===== src/rtl/dfc_pkg.sv =====
package dfc_pkg;
  // Marks an edge end that lies outside this tile.
  localparam int DFC_EXT = -1;

  typedef enum logic {
    DFC_FILL  = 1'b0,
    DFC_DRAIN = 1'b1
  } dfc_upd_e;
endpackage


===== src/rtl/dfc_prio_pick.sv =====
// Fixed-priority picker: the lowest set request bit wins.
module dfc_prio_pick #(
  parameter int N = 4
) (
  input  logic [N-1:0] req,
  output logic [N-1:0] gnt,
  output logic         any_req
);
  logic [N:0] seen;
  assign seen[0] = 1'b0;

  for (genvar i = 0; i < N; i++) begin : g_pick
    assign gnt[i]      = req[i] & ~seen[i];
    assign seen[i + 1] = seen[i] | req[i];
  end

  assign any_req = seen[N];
endmodule


===== src/rtl/dfc_actor_slots.sv =====
// Concurrency slots of one actor; each slot is a cycle countdown of one firing.
module dfc_actor_slots #(
  parameter int K     = 1,
  parameter int MAX_K = 2,
  parameter int WCET  = 3,
  parameter int T_W   = 8
) (
  input  logic clk,
  input  logic rst_n,
  input  logic go,
  output logic free,
  output logic fin,
  output logic busy
);
  logic [T_W-1:0]   tim [MAX_K];
  logic [MAX_K-1:0] idle, occ, last, pick;

  dfc_prio_pick #(.N(MAX_K)) u_pick (
    .req    (idle),
    .gnt    (pick),
    .any_req(free)
  );

  for (genvar s = 0; s < MAX_K; s++) begin : g_slot
    if (s < K) begin : g_live
      assign idle[s] = (tim[s] == '0);
      always_ff @(posedge clk or negedge rst_n) begin
        if (!rst_n)                tim[s] <= '0;
        else if (go && pick[s])    tim[s] <= T_W'(WCET);
        else if (tim[s] != '0)     tim[s] <= tim[s] - T_W'(1);
      end
    end else begin : g_dead
      assign idle[s] = 1'b0;
      always_ff @(posedge clk or negedge rst_n) begin
        if (!rst_n) tim[s] <= '0;
        else        tim[s] <= '0;
      end
    end
    assign occ[s]  = (tim[s] != '0);
    assign last[s] = (tim[s] == T_W'(1));

    // a running firing counts down every cycle and cannot be cut short
    p_nonpreempt_r6: assert property (@(posedge clk) disable iff (!rst_n)
      (tim[s] != '0) |=> (tim[s] == $past(tim[s]) - T_W'(1)));
  end

  assign fin  = |last;
  assign busy = |occ;

  // in-flight firings never exceed the self-edge token count
  p_self_edge_r5: assert property (@(posedge clk) disable iff (!rst_n)
    $countones(occ) <= K);
  // a grant only arrives when a slot is free
  p_go_free_r5: assert property (@(posedge clk) disable iff (!rst_n)
    go |-> free);
endmodule


===== src/rtl/dfc_chan_ctr.sv =====
// Token and free-space counters of one edge with all same-cycle deltas merged.
module dfc_chan_ctr #(
  parameter int CNT_W = 8,
  parameter int CAP   = 4,
  parameter int INIT  = 0,
  parameter int PRATE = 1,
  parameter int CRATE = 1
) (
  input  logic             clk,
  input  logic             rst_n,
  input  logic             src_go,
  input  logic             src_fin,
  input  logic             dst_go,
  input  logic             dst_fin,
  input  logic             fill_en,
  input  logic             drain_en,
  input  logic [CNT_W-1:0] amt,
  output logic [CNT_W-1:0] tok,
  output logic [CNT_W-1:0] spc
);
  localparam int SW = CNT_W + 2;
  localparam logic [SW-1:0] P_W   = SW'(PRATE);
  localparam logic [SW-1:0] C_W   = SW'(CRATE);
  localparam logic [SW-1:0] CAP_W = SW'(CAP);

  logic [SW-1:0] amt_w, t_up, t_dn, s_up, s_dn;

  assign amt_w = {2'b00, amt};
  assign t_up  = {2'b00, tok} + (src_fin ? P_W : '0) + (fill_en  ? amt_w : '0);
  assign t_dn  = (dst_go  ? C_W : '0) + (drain_en ? amt_w : '0);
  assign s_up  = {2'b00, spc} + (dst_fin ? C_W : '0) + (drain_en ? amt_w : '0);
  assign s_dn  = (src_go  ? P_W : '0) + (fill_en  ? amt_w : '0);

  always_ff @(posedge clk or negedge rst_n) begin
    if (!rst_n) begin
      tok <= CNT_W'(INIT);
      spc <= CNT_W'(CAP - INIT);
    end else begin
      tok <= CNT_W'(t_up - t_dn);
      spc <= CNT_W'(s_up - s_dn);
    end
  end

  // merged deltas never take a counter below zero
  p_no_underflow_r7: assert property (@(posedge clk) disable iff (!rst_n)
    (t_up >= t_dn) && (s_up >= s_dn));
  // tokens plus space stay within the capacity
  p_cap_r2: assert property (@(posedge clk) disable iff (!rst_n)
    ({2'b00, tok} + {2'b00, spc}) <= CAP_W);
  // an accepted external update always fits
  p_fill_room_r8: assert property (@(posedge clk) disable iff (!rst_n)
    fill_en |-> (spc >= amt));
  p_drain_tok_r8: assert property (@(posedge clk) disable iff (!rst_n)
    drain_en |-> (tok >= amt));
endmodule


===== src/rtl/dfc_fire_ctrl.sv =====
module dfc_fire_ctrl
  import dfc_pkg::*;
#(
  parameter int N_ACT = 3,
  parameter int N_CH  = 4,
  parameter int CNT_W = 8,
  parameter int T_W   = 8,
  parameter int MAX_K = 2,
  parameter int CH_SRC   [N_CH]  = '{DFC_EXT, 0, 1, 2},
  parameter int CH_DST   [N_CH]  = '{0, 1, 2, DFC_EXT},
  parameter int CH_PRATE [N_CH]  = '{1, 6, 1, 1},
  parameter int CH_CRATE [N_CH]  = '{1, 2, 3, 1},
  parameter int CH_CAP   [N_CH]  = '{4, 8, 4, 2},
  parameter int CH_INIT  [N_CH]  = '{0, 0, 3, 0},
  parameter int ACT_WCET [N_ACT] = '{3, 2, 4},
  parameter int ACT_K    [N_ACT] = '{1, 2, 1},
  localparam int CH_W = (N_CH > 1) ? $clog2(N_CH) : 1
) (
  input  logic                   clk,
  input  logic                   rst_n,
  input  logic                   upd_valid,
  output logic                   upd_ready,
  input  logic [CH_W-1:0]        upd_chan,
  input  logic                   upd_drain,
  input  logic [CNT_W-1:0]       upd_amt,
  output logic [N_ACT-1:0]       start_vec,
  output logic [N_ACT-1:0]       done_vec,
  output logic                   busy,
  output logic                   deadlock,
  output logic [N_CH*CNT_W-1:0]  chan_tok,
  output logic [N_CH*CNT_W-1:0]  chan_spc
);
  dfc_upd_e kind;
  assign kind = dfc_upd_e'(upd_drain);

  logic [N_ACT-1:0] free, fin, act_busy, ready, gnt;
  logic             any_ready;
  logic [N_ACT-1:0][N_CH-1:0] blk;
  logic [CNT_W-1:0] tok [N_CH];
  logic [CNT_W-1:0] spc [N_CH];
  logic [N_CH-1:0]  fill_en, drain_en;
  logic             upd_legal, upd_fit;

  // External update: decide direction legality and whether it fits.
  always_comb begin
    upd_legal = 1'b0;
    upd_fit   = 1'b0;
    for (int c = 0; c < N_CH; c++) begin
      if (upd_chan == CH_W'(c)) begin
        if (kind == DFC_FILL && CH_SRC[c] < 0) begin
          upd_legal = 1'b1;
          upd_fit   = (spc[c] >= upd_amt);
        end else if (kind == DFC_DRAIN && CH_DST[c] < 0) begin
          upd_legal = 1'b1;
          upd_fit   = (tok[c] >= upd_amt);
        end
      end
    end
  end
  assign upd_ready = !upd_legal || upd_fit;

  // Per-actor slots and eligibility.
  for (genvar a = 0; a < N_ACT; a++) begin : g_act
    dfc_actor_slots #(
      .K    (ACT_K[a]),
      .MAX_K(MAX_K),
      .WCET (ACT_WCET[a]),
      .T_W  (T_W)
    ) u_slots (
      .clk  (clk),
      .rst_n(rst_n),
      .go   (gnt[a]),
      .free (free[a]),
      .fin  (fin[a]),
      .busy (act_busy[a])
    );
    assign ready[a] = free[a] & ~(|blk[a]);
  end

  dfc_prio_pick #(.N(N_ACT)) u_pick (
    .req    (ready),
    .gnt    (gnt),
    .any_req(any_ready)
  );

  // Per-edge counters.
  for (genvar c = 0; c < N_CH; c++) begin : g_ch
    logic src_go, src_fin, dst_go, dst_fin;

    if (CH_SRC[c] >= 0) begin : g_src
      assign src_go  = gnt[CH_SRC[c]];
      assign src_fin = fin[CH_SRC[c]];
    end else begin : g_xsrc
      assign src_go  = 1'b0;
      assign src_fin = 1'b0;
    end

    if (CH_DST[c] >= 0) begin : g_dst
      assign dst_go  = gnt[CH_DST[c]];
      assign dst_fin = fin[CH_DST[c]];
    end else begin : g_xdst
      assign dst_go  = 1'b0;
      assign dst_fin = 1'b0;
    end

    for (genvar a = 0; a < N_ACT; a++) begin : g_blk
      assign blk[a][c] = ((CH_DST[c] == a) && (tok[c] < CNT_W'(CH_CRATE[c]))) ||
                         ((CH_SRC[c] == a) && (spc[c] < CNT_W'(CH_PRATE[c])));
    end

    assign fill_en[c]  = upd_valid && upd_fit && (kind == DFC_FILL)  &&
                         (CH_SRC[c] < 0) && (upd_chan == CH_W'(c));
    assign drain_en[c] = upd_valid && upd_fit && (kind == DFC_DRAIN) &&
                         (CH_DST[c] < 0) && (upd_chan == CH_W'(c));

    dfc_chan_ctr #(
      .CNT_W(CNT_W),
      .CAP  (CH_CAP[c]),
      .INIT (CH_INIT[c]),
      .PRATE(CH_PRATE[c]),
      .CRATE(CH_CRATE[c])
    ) u_ctr (
      .clk     (clk),
      .rst_n   (rst_n),
      .src_go  (src_go),
      .src_fin (src_fin),
      .dst_go  (dst_go),
      .dst_fin (dst_fin),
      .fill_en (fill_en[c]),
      .drain_en(drain_en[c]),
      .amt     (upd_amt),
      .tok     (tok[c]),
      .spc     (spc[c])
    );

    assign chan_tok[c*CNT_W +: CNT_W] = tok[c];
    assign chan_spc[c*CNT_W +: CNT_W] = spc[c];
  end

  always_ff @(posedge clk or negedge rst_n) begin
    if (!rst_n) begin
      start_vec <= '0;
      done_vec  <= '0;
    end else begin
      start_vec <= gnt;
      done_vec  <= fin;
    end
  end

  assign busy     = |act_busy;
  assign deadlock = ~busy & ~any_ready;

  // one start per cycle at most
  p_one_start_r4: assert property (@(posedge clk) disable iff (!rst_n)
    $onehot0(start_vec));
  // a deadlocked cycle is followed by a cycle without a start
  p_deadlock_r9: assert property (@(posedge clk) disable iff (!rst_n)
    deadlock |=> (start_vec == '0));
  // a held request is a correctly directed one
  p_hold_r8: assert property (@(posedge clk) disable iff (!rst_n)
    (upd_valid && !upd_ready) |-> upd_legal);
endmodule


===== config.mk =====
export PLATFORM = sky130hd
export DESIGN_NAME = dfc_fire_ctrl
export DESIGN_NICKNAME = d
export VERILOG_FILES = /design/src/rtl/dfc_pkg.sv /design/src/rtl/dfc_prio_pick.sv /design/src/rtl/dfc_actor_slots.sv /design/src/rtl/dfc_chan_ctr.sv /design/src/rtl/dfc_fire_ctrl.sv
export SDC_FILE = /design/constraint.sdc
export NUM_CORES = 1
export LEC_CHECK = 0
export BUFFER_PORTS_ARGS = -buffer_cell sky130_fd_sc_hd__buf_2
export CAP_MARGIN = 10
export CORE_MARGIN = 2
export CORE_UTILIZATION = 56
export DETAILED_ROUTE_END_ITERATION = 6
export GPL_TIMING_DRIVEN = 0
export HOLD_SLACK_MARGIN = 0.05
export PLACE_DENSITY = 0.76
export SKIP_CTS_REPAIR_TIMING = 1
export SLEW_MARGIN = 20
export SYNTH_ARGS = -nofsm -noshare
export SYNTH_HDL_FRONTEND = slang
export SYNTH_HIERARCHICAL = 1
export SYNTH_SLANG_ARGS = --single-unit
export TNS_END_PERCENT = 5

===== constraint.sdc =====
create_clock -name clk -period 6.6 [get_ports clk]
set_clock_uncertainty 0.2 [all_clocks]
set_input_delay 0.99 -clock clk [delete_from_list [all_inputs] [get_ports clk]]
set_output_delay 0.99 -clock clk [all_outputs]
set_load 0.05 [all_outputs]

==> results by group <==
Global route
  • Number of global-route vias before repair: approximately 7400
  • Overall Global Routing Usage: 0.229
  • First-pass GRT wire length: about 34000 microns
  • Most crowded layer after global routing: met2
  • Total grt overflow: 0
  • Grt met1 use: 0.301
  • Initial antenna violation count: 0
  • M2 GR Usage: 0.385
  • Grt met3 use: 0.0419
  • Pin count of the biggest net entering global routing: 80

Detailed routing
  • Pre-Repair DR Iteration Count: 7
  • Iter 0 DRT Violations: 323
  • DRC: 0
  • Routed WL: around 20000 microns
  • Vias/cell: about 5
  • Routed length per instance: approximately 14 microns
  • Routed Antenna Nets: 0
  • Vias: ~7300

Clock network
  • TritonCTS Sinks: between 100 and 150
  • Worst-path clk slew: around 70 ps
  • Worst skew pair latency: 360 ps
  • Htree depth: 3
  • Clock Tree Root: clkbuf_16
  • CTS tree: yes
  • Clock buffer depth: 2
  • Total CTS buffers: 9

Logic synthesis
  • Post-synthesis average cell area: ~9.3 sq um
  • Cell count after synthesis: approximately 1100
  • Synth Warn #: 6
  • Mapped Area: about 0.0099 sq mm

Floorplan
  • Die X: roughly 140 microns
  • CORE AREA: between 0.015 and 0.02 sq mm
  • # IOs: 87
  • Std-Cell Rows: 48
  • Initial Utilization: 0.574
  • Die H: between 100 and 150 microns
  • Area of the die: around 0.019 sq mm

Worst setup path
  • Crit-path cells: nor4_1 -> nand2_1 -> inv_1 -> or2_1 -> o21ai_1 -> a21oi_1 -> nor3b_1 -> inv_1 -> fa_1 -> inv_1 -> fa_1 -> nand3b_2 -> and2b_1 -> fa_1 -> nor2b_1 -> o21ai_1 -> a21boi_2 -> nor4_1 -> a311o_1
  • Kind of critical path: reg2reg
  • Startpoint Class: flop
  • Critical path's largest stage delay: 700 ps
  • Worst setup EP type: flop
  • Max FO, Critical Path: 6
  • WP data required: roughly 6600 ps
  • CP max-delay cell: nor3b_1
  • Arrival time worst endpoint: 5900 ps

Placement
  • Hpwl dp: around 16000 microns
  • GP Congestion: around 0.85
  • # port buffers: 86
  • Dpl ws: about 800 ps
  • Post-DP Area: roughly 0.011 sq mm

Timing
  • TNS Setup: 0 ps
  • Slew Limit Headroom: 0.467
  • Worst-Margin Slew: 797 ps
  • Slew Viols, Final: 0
  • Hold Vio Cnt, Final: 0
  • RSZ-0062 raised after global routing: false
  • Final Worst Setup Slack: approximately 740 ps
  • Max Clk Rate: 0.171 GHz
  • Final Cycle Share: 0.888
  • Fin crit period: 5860 ps
  • Final setup fails: 0

Pwr
  • Leak: approximately 5.8 nW
  • Combinational share of power: 0.715
  • Total power: roughly 6 mW
  • Sequential Power Share: 0.187
  • Clock group share of total power: 0.098
  • Peak VDD IR: 0.000404 V
  • Cell internal pwr: ~3 mW
  • NetSw: between 3 and 4 mW
  • Switching Share: 0.505
  • Pwr dens: around 540 mW/mm^2

Cells and area
  • Filler cells: 1465
  • Fin util: 0.644
  • Net total in the final layout: roughly 1400
  • Register Area: around 0.0026 sq mm
  • Share of cells above drive strength 1: 0.135
  • Multi-input combinational cell area: about 0.0065 sq mm
  • Final instance area: between 0.01 and 0.015 sq mm
  • N_diodes: 0
  • Syn-to-layout area delta: 12.3%

Run status
  • Status: finished clean

Flow run
  • Max Cap Viol: 0

Min path
  • Hold WC Path Type: in2async
==> layer usage <==
| metal | vias up | part of all wire | routed length, microns |
|---|---|---|---|
| met4 | 0 | 0.022 | 442 |
| met1 | 3504 | 0.45 | 8970 |
| met3 | 31 | 0.048 | 954 |
| li1 | 3666 | - | - |
| met2 | 137 | 0.48 | 9500 |
| met5 | - | 0 | 0 |
==> layout by cell type (no fill, tap or decap), types with 18 or more instances in the layout <==
master,instances
a21oi_1,45
and2_1,18
buf_2,91
conb_1,40
dfrtp_1,96
fa_1,73
ha_1,142
inv_1,255
nand2_1,65
nor2_1,40
nor3_1,22
o21ai_0,26
xnor2_1,63
==> flip-flops by register name, indices dropped and copies added, names as in the netlist <==
register,cells
g_act.u_slots/tim,32
done_vec,3
g_ch.u_ctr/tok,32
start_vec,3
g_ch.u_ctr/spc,32
==> critical path: cells and delay by family (launching register included) <==
kind	cells	cell delay [ps]
DFF	1	430
AOI/OAI and AO/OA	5	1020
buffers and inverters	3	330
adders and majority gates	3	1470
and+or+nand+nor	8	2290
==> metrics by stage <==
step                std cells  hold WS, ps
global placement         1413          301
CTS                      1431          285
detailed placement       1415          309
global route             1431          293
floorplan                1102          280
finish                   1431          283
==> final cells by class <==
class,count,area share
timing repair buffer,88,0.0421
multi-input combinational,727,0.579
sequential,102,0.230
inverter,257,0.0866
tap,225,0.0253
clock inverter,4,0.00629
clock buffer,12,0.0221
buffer,16,0.00865
==> final timing paths <==
| check | startpoint | endpoint | slack [ps] | cells past startpoint |
|---|---|---|---|---|
| min in group clk | g_act[1].u_slots/tim[1] | g_act[1].u_slots/tim[1] | 320 | 2 |
| max in group asynchronous | rst_n | g_ch[2].u_ctr/tok[1] | 5220 | 2 |
| worst min-delay path | rst_n | g_act[1].u_slots/tim[10] | 280 | 1 |
| worst max-delay path | g_act[2].u_slots/tim[14] | g_ch[3].u_ctr/spc[6] | 740 | 19 |
| worst max register to register | g_act[2].u_slots/tim[14] | g_ch[3].u_ctr/spc[6] | 740 | 19 |
| worst min register to register | g_act[1].u_slots/tim[1] | g_act[1].u_slots/tim[1] | 320 | 2 |
==> power by group through the flow <==
| stage | registers [mW] | logic (mW) | clock network, mW |
|---|---|---|---|
| finish | 1.12 | 4.28 | 0.583 |
| global placement | 1.13 | 4.14 | 0 |
| detailed placement | 1.13 | 4.27 | 0 |
| CTS | 1.12 | 4.31 | 0.601 |
| floorplan | 1.80 | 2.78 | 0 |
| global route | 1.15 | 4.82 | 0.626 |
No activity file was read; power rests on OpenSTA's default activity.
